`config.mk`:
```
export PLATFORM = sky130hd
export DESIGN_NAME = sbm_busy_master
export DESIGN_NICKNAME = d
export VERILOG_FILES = /design/src/rtl/sbm_pkg.sv /design/src/rtl/sbm_sck_gen.sv /design/src/rtl/sbm_busy_timer.sv /design/src/rtl/sbm_busy_master.sv
export SDC_FILE = /design/constraint.sdc
export NUM_CORES = 1
export LEC_CHECK = 0
export ABC_AREA = 0
export BUFFER_PORTS_ARGS = -buffer_cell sky130_fd_sc_hd__buf_4
export CORE_ASPECT_RATIO = 1.5
export CORE_UTILIZATION = 57
export CTS_CLUSTER_SIZE = 25
export DETAILED_ROUTE_END_ITERATION = 16
export PLACE_DENSITY_LB_ADDON = 0.1
export SLEW_MARGIN = 25
export SYNTH_ARGS = -nofsm -noshare
export SYNTH_HDL_FRONTEND = slang
export SYNTH_SLANG_ARGS = --single-unit
```
`constraint.sdc`:
```
create_clock -name clk -period 2.76 [get_ports clk]
set_input_delay 0.276 -clock clk [delete_from_list [all_inputs] [get_ports clk]]
set_output_delay 0.276 -clock clk [all_outputs]
set_load 0.005 [all_outputs]
```
`src/rtl/sbm_pkg.sv`:
```
package sbm_pkg;
    typedef enum logic [1:0] {
        ST_IDLE  = 2'd0,
        ST_XFER  = 2'd1,
        ST_WATCH = 2'd2,
        ST_STOP  = 2'd3
    } sbm_state_e;
endpackage

```
`src/rtl/sbm_sck_gen.sv`:
```
module sbm_sck_gen #(
    parameter int HALF_DIV = 3
) (
    input  logic clk,
    input  logic rst_n,
    input  logic run_i,
    output logic sck_o,
    output logic fall_o,
    output logic rise_o
);
    localparam int CW = (HALF_DIV > 1) ? $clog2(HALF_DIV) : 1;

    typedef struct packed {
        logic [CW-1:0] cnt;
        logic          sck;
    } gen_t;

    gen_t gen_d, gen_q;
    logic tog;

    assign tog    = run_i && (gen_q.cnt == CW'(HALF_DIV - 1));
    assign fall_o = tog && gen_q.sck;
    assign rise_o = tog && !gen_q.sck;
    assign sck_o  = gen_q.sck;

    always_comb begin
        gen_d = gen_q;
        if (!run_i) begin
            gen_d.cnt = '0;
            gen_d.sck = 1'b1;
        end else if (tog) begin
            gen_d.cnt = '0;
            gen_d.sck = !gen_q.sck;
        end else begin
            gen_d.cnt = gen_q.cnt + 1'b1;
        end
    end

    always_ff @(posedge clk or negedge rst_n) begin
        if (!rst_n) begin
            gen_q.cnt <= '0;
            gen_q.sck <= 1'b1;
        end else begin
            gen_q <= gen_d;
        end
    end

    // a stopped generator leaves SCK high on the following cycle
    assert_rest_high_R2: assert property (@(posedge clk) disable iff (!rst_n)
        !run_i |=> sck_o);
endmodule

```
`src/rtl/sbm_busy_timer.sv`:
```
module sbm_busy_timer #(
    parameter int LIMIT = 6
) (
    input  logic clk,
    input  logic rst_n,
    input  logic clr_i,
    input  logic inc_i,
    output logic expire_o
);
    localparam int CW = $clog2(LIMIT + 1);

    logic [CW-1:0] cnt_d, cnt_q;

    assign expire_o = inc_i && (cnt_q == CW'(LIMIT - 1));

    always_comb begin
        cnt_d = cnt_q;
        if (clr_i)
            cnt_d = '0;
        else if (inc_i)
            cnt_d = cnt_q + 1'b1;
    end

    always_ff @(posedge clk or negedge rst_n) begin
        if (!rst_n)
            cnt_q <= '0;
        else
            cnt_q <= cnt_d;
    end

    // the busy count never runs past the limit
    assert_cnt_bound_R8: assert property (@(posedge clk) disable iff (!rst_n)
        cnt_q <= CW'(LIMIT));
endmodule

```
`src/rtl/sbm_busy_master.sv`:
```
module sbm_busy_master
    import sbm_pkg::*;
#(
    parameter int DATA_BITS  = 8,
    parameter int HALF_DIV   = 3,
    parameter int BUSY_LIMIT = 6
) (
    input  logic                 clk,
    input  logic                 rst_n,
    input  logic                 start_i,
    input  logic [DATA_BITS-1:0] tx_data_i,
    input  logic                 sda_i,
    output logic                 sda_oe_o,
    output logic                 sck_o,
    output logic                 busy_o,
    output logic                 ready_o,
    output logic                 done_o,
    output logic                 err_start_o,
    output logic                 err_timeout_o
);
    localparam int ACK_FALL   = DATA_BITS + 1;
    localparam int WATCH_FALL = DATA_BITS + 2;
    localparam int FW         = $clog2(WATCH_FALL + 1);

    typedef struct packed {
        sbm_state_e          st;
        logic [FW-1:0]       fcnt;
        logic [DATA_BITS-1:0] shreg;
        logic                oe;
        logic                run;
        logic                busy;
        logic                done;
        logic                err_start;
        logic                err_to;
    } ctl_t;

    ctl_t ctl_d, ctl_q;
    logic sck_fall, sck_rise, accept, tmr_inc, tmr_expire;
    logic [FW-1:0] nf;

    sbm_sck_gen #(.HALF_DIV(HALF_DIV)) u_sck (
        .clk   (clk),
        .rst_n (rst_n),
        .run_i (ctl_q.run),
        .sck_o (sck_o),
        .fall_o(sck_fall),
        .rise_o(sck_rise)
    );

    assign accept  = (ctl_q.st == ST_IDLE) && start_i && sda_i;
    assign tmr_inc = (ctl_q.st == ST_WATCH) && sck_fall && !sda_i;

    sbm_busy_timer #(.LIMIT(BUSY_LIMIT)) u_tmr (
        .clk     (clk),
        .rst_n   (rst_n),
        .clr_i   (accept),
        .inc_i   (tmr_inc),
        .expire_o(tmr_expire)
    );

    assign nf = ctl_q.fcnt + 1'b1;

    always_comb begin
        ctl_d      = ctl_q;
        ctl_d.done = 1'b0;
        unique case (ctl_q.st)
            ST_IDLE: begin
                if (start_i) begin
                    if (sda_i) begin
                        ctl_d.st        = ST_XFER;
                        ctl_d.fcnt      = '0;
                        ctl_d.shreg     = tx_data_i;
                        ctl_d.oe        = !tx_data_i[DATA_BITS-1];
                        ctl_d.run       = 1'b1;
                        ctl_d.err_start = 1'b0;
                        ctl_d.err_to    = 1'b0;
                    end else begin
                        ctl_d.err_start = 1'b1;
                    end
                end
            end
            ST_XFER: begin
                if (start_i) ctl_d.err_start = 1'b1;
                if (sck_fall) begin
                    ctl_d.fcnt = nf;
                    if (nf >= FW'(2) && nf <= FW'(DATA_BITS)) begin
                        ctl_d.shreg = {ctl_q.shreg[DATA_BITS-2:0], 1'b0};
                        ctl_d.oe    = !ctl_q.shreg[DATA_BITS-2];
                    end
                    if (nf == FW'(ACK_FALL)) ctl_d.oe = 1'b0;
                    if (nf == FW'(WATCH_FALL)) ctl_d.st = ST_WATCH;
                end
            end
            ST_WATCH: begin
                if (start_i) ctl_d.err_start = 1'b1;
                if (sck_fall) begin
                    if (!sda_i) begin
                        if (tmr_expire) begin
                            ctl_d.err_to = 1'b1;
                            ctl_d.busy   = 1'b0;
                            ctl_d.st     = ST_STOP;
                        end else begin
                            ctl_d.busy = 1'b1;
                        end
                    end else begin
                        ctl_d.busy = 1'b0;
                        ctl_d.st   = ST_STOP;
                    end
                end
            end
            ST_STOP: begin
                if (start_i) ctl_d.err_start = 1'b1;
                if (sck_rise) begin
                    ctl_d.run  = 1'b0;
                    ctl_d.done = 1'b1;
                    ctl_d.st   = ST_IDLE;
                end
            end
            default: ctl_d.st = ST_IDLE;
        endcase
    end

    always_ff @(posedge clk or negedge rst_n) begin
        if (!rst_n) begin
            ctl_q.st        <= ST_IDLE;
            ctl_q.fcnt      <= '0;
            ctl_q.shreg     <= '0;
            ctl_q.oe        <= 1'b0;
            ctl_q.run       <= 1'b0;
            ctl_q.busy      <= 1'b0;
            ctl_q.done      <= 1'b0;
            ctl_q.err_start <= 1'b0;
            ctl_q.err_to    <= 1'b0;
        end else begin
            ctl_q <= ctl_d;
        end
    end

    assign sda_oe_o      = ctl_q.oe;
    assign busy_o        = ctl_q.busy;
    assign done_o        = ctl_q.done;
    assign err_start_o   = ctl_q.err_start;
    assign err_timeout_o = ctl_q.err_to;
    assign ready_o       = (ctl_q.st == ST_IDLE) && sda_i;

    assert_idle_sck_high_R2: assert property (@(posedge clk) disable iff (!rst_n)
        (ctl_q.st == ST_IDLE) |-> sck_o);
    assert_drive_only_in_shift_R3: assert property (@(posedge clk) disable iff (!rst_n)
        sda_oe_o |-> (ctl_q.st == ST_XFER));
    assert_busy_only_watching_R5: assert property (@(posedge clk) disable iff (!rst_n)
        busy_o |-> (ctl_q.st == ST_WATCH));
    assert_done_single_R6: assert property (@(posedge clk) disable iff (!rst_n)
        done_o |=> !done_o);
    assert_timeout_drops_busy_R8: assert property (@(posedge clk) disable iff (!rst_n)
        err_timeout_o |-> !busy_o);
    assert_late_start_flagged_R9: assert property (@(posedge clk) disable iff (!rst_n)
        ((ctl_q.st != ST_IDLE) && start_i) |=> err_start_o);
endmodule

```
==> run summary <==
run status - finished, violations left
failing checks - design-rule violations
max-capacitance violation count - 0
most frequent cells in the layout - dfrtp_1 (24), buf_4 (21), nand2_1 (18)
Syn Area/Cell - 9.62 um2
clk buf depth - 2
Hold Path End - u_tmr.cnt_q[2]$_DFFE_PN0P_
ys flop type - dfrtp_1
GRT Max-Usage Layer - met2
1st-pass router iterations - 10
reg2reg start - ctl_q[14]$_DFFE_PN0P_
Slew Limit Fails - 0
GR Overflow Total - 0
total power divided by cell area - 335 nW/um2
Post-Route Setup TNS - 0 ns
CP required - 2.99 ns
DRC violation total after the first TritonRoute iteration - 36
static leakage - 0.835 nW
commonest non-fill, non-tap cell in the layout - dfrtp_1
GR Layer Usage met2 - 48.9%
crit-path max FO - 9
simple-gate portion of the synthesized area - 17.7%
Seq/Total Area, Yosys - 42.0%
Worst setup EP type - register
first-pass GRT wire length - 5.61 mm
fraction of layout cells with a size suffix above 1 - 17.6%
FF-to-FF setup slack - 0.51 ns
Placed Instances - 195
RSZ-0062 raised after global routing - false
Synth async-reset ratio - 100%
cts repair resizes - 0
Reg2Reg Capture Point - ctl_q[10]$_DFFE_PN0P_
clock sinks - 25
Synth Area in Compound Gates - 20.3%
Final nets - 198
dpl ws - 0.520 ns
I/O Pins - 19
CORE AREA - 2450 um2
TritonCTS clock tree - done
met3 Use GR - 2.79%
Register Area - 627 um2
Synthesis Warnings - 0
Cells after Synth - 155
WS Path Type - register to register
Die W - 43.8 um
period utilisation layout - 81.6%
largest net degree at the start of global routing - 26
Synth Area in XOR/XNOR - 1.17%
Final Wtd Congestion - 0.931
Relative slew margins - 56.5%
Yosys cell types - 42
HPWL Detailed - 2.40 mm
Tmin final - 2.25 ns
multiplexer area fraction after synthesis - 6.88%
syn nets - 176
synthesized cell area - 1490 um2
die height - 64.7 um
number of global-route vias before repair - 1,305
Worst Clk Skew - 0.00670 ns
# diodes - 0
Hold Crit Start - start_i
Final setup viols - 0
Reg clk slew, reported paths - 0.14 ns
area grow syn2layout - 13.9%
met1 usage - 29.2%
H-Tree Level Count - 1
Fill cells - 190
number of I/O port buffers - 18
hold crit path type - input pin to register
CP startpoint kind - register
vias per cell - 6.29
final non-filler cell total - 200
Via Count - 1,257
Total GRT Usage - 26.5%
hold path depth - 2
clk root buf - clkbuf_4
final worst slack - 0.508 ns
Cell Rows - 22
Multi-input gate area - 800 um2
CTS buffer count - 3
worst ir drop on vdd - 0.321 mV
Fin. Hold Viols - 0
clk_lat worst skew - 0.32 ns
main combinational cell family by area after synthesis - compound AO/OA/AOI/OAI gates
worst r2r path cells - 6
WL/cell - 15.7 um
Worst-Margin Slew - 0.648 ns
initial antenna violation count - 0
DRC viols - 1
Synth Area in Adders - 7.55%
Max Freq - 0.444 GHz
CP arrival - 2.48 ns
initial core utilization - 60.9%
DIE AREA - 2830 um2
antenna viol nets, final - 0
Post-synth EDFFs - 0
Post-Route WL - 3.13 mm
#FFs+latches synth - 25
==> per-layer routing <==
metal	vias to the layer above	share of wire, %
li1	598	-
met1	615	38
met2	37	57
met3	7	3.4
met4	0	2.3
met5	-	0
==> worst max-delay path, cell delays in order (launching register included) <==
cell and delay [ns]:
dfrtp_1 0.48, ha_1 0.33, or2_4 0.30, a211oi_1 0.39
o311ai_4 0.22, mux2i_1 0.18, a221o_1 0.27
==> registers in the layout (all words and copies together) (netlist names) <==
register / cells
done_o: 1
err_timeout_o: 1
u_sck.gen_q: 2
ctl_q: 14
busy_o: 1
u_sck.sck_o: 1
u_tmr.cnt_q: 3
sda_oe_o: 1
err_start_o: 1
==> logic make-up after synthesis <==
group | count (synthesis)
mux | 10
xor+xnor | 2
simple gates | 52
compound gates | 40
buf+inv | 17
flops | 25
fa+ha+maj | 9
==> Yosys cell counts, drive strengths merged (4+ instances only) <==
library cell	number	area share, %
a221o	5	3.4
dfrtp	24	40
a21oi	4	1.3
inv	12	3.0
nand2	18	4.5
ha	9	7.6
nand3	8	2.7
o21ai	13	4.4
mux2i	8	5.4
clkbuf	4	1.0
nor2	10	2.5
==> report_power, final <==
part           switching, mW  total [mW]  internal, mW
clock network          0.111       0.166        0.0554
registers            0.00269       0.373         0.370
logic                 0.0149      0.0304        0.0156
==> timing repair <==
item / in CTS / in global routing
buffers inserted: 0 / 0
hold buffers: 1 / 0
hold endpoints to repair: 24 / 0
==> area by class of cell <==
| cell class | instances | share of cell area (%) |
|---|---|---|
| well taps | 24 | 1.77 |
| repair buffers | 22 | 9.87 |
| flip-flops and latches | 25 | 36.9 |
| clock buffers | 3 | 1.33 |
| clock inverters | 1 | 0.442 |
| multi-input cells | 113 | 47.1 |
| inverters | 12 | 2.65 |
==> through the flow <==
stage / power (mW) / hold slack [ns] / instance area (um2) / util, %
final: 0.570 / 0.131 / 1700 / 69.4
after CTS: 0.580 / 0.119 / 1700 / 69.4
after global routing: 0.598 / 0.119 / 1700 / 69.4
after floorplan: 0.385 / -0.0196 / 1490 / -
after detailed placement: 0.410 / 0.198 / 1660 / 67.7
after global placement: 0.408 / 0.190 / 1660 / 67.7
==> worst max path at each step <==
stage | from | to | cells past startpoint
global route | ctl_q[14]$_DFFE_PN0P_ | ctl_q[19]$_DFFE_PN0P_ | 6
detailed placement | ctl_q[14]$_DFFE_PN0P_ | ctl_q[10]$_DFFE_PN0P_ | 6
global placement | ctl_q[14]$_DFFE_PN0P_ | ctl_q[8]$_DFFE_PN0P_ | 6
finish | ctl_q[14]$_DFFE_PN0P_ | ctl_q[10]$_DFFE_PN0P_ | 6
floorplan | ctl_q[14]$_DFFE_PN0P_ | ctl_q[10]$_DFFE_PN0P_ | 6
CTS | ctl_q[14]$_DFFE_PN0P_ | ctl_q[7]$_DFFE_PN0P_ | 6
(Power assumes the default switching activity.)
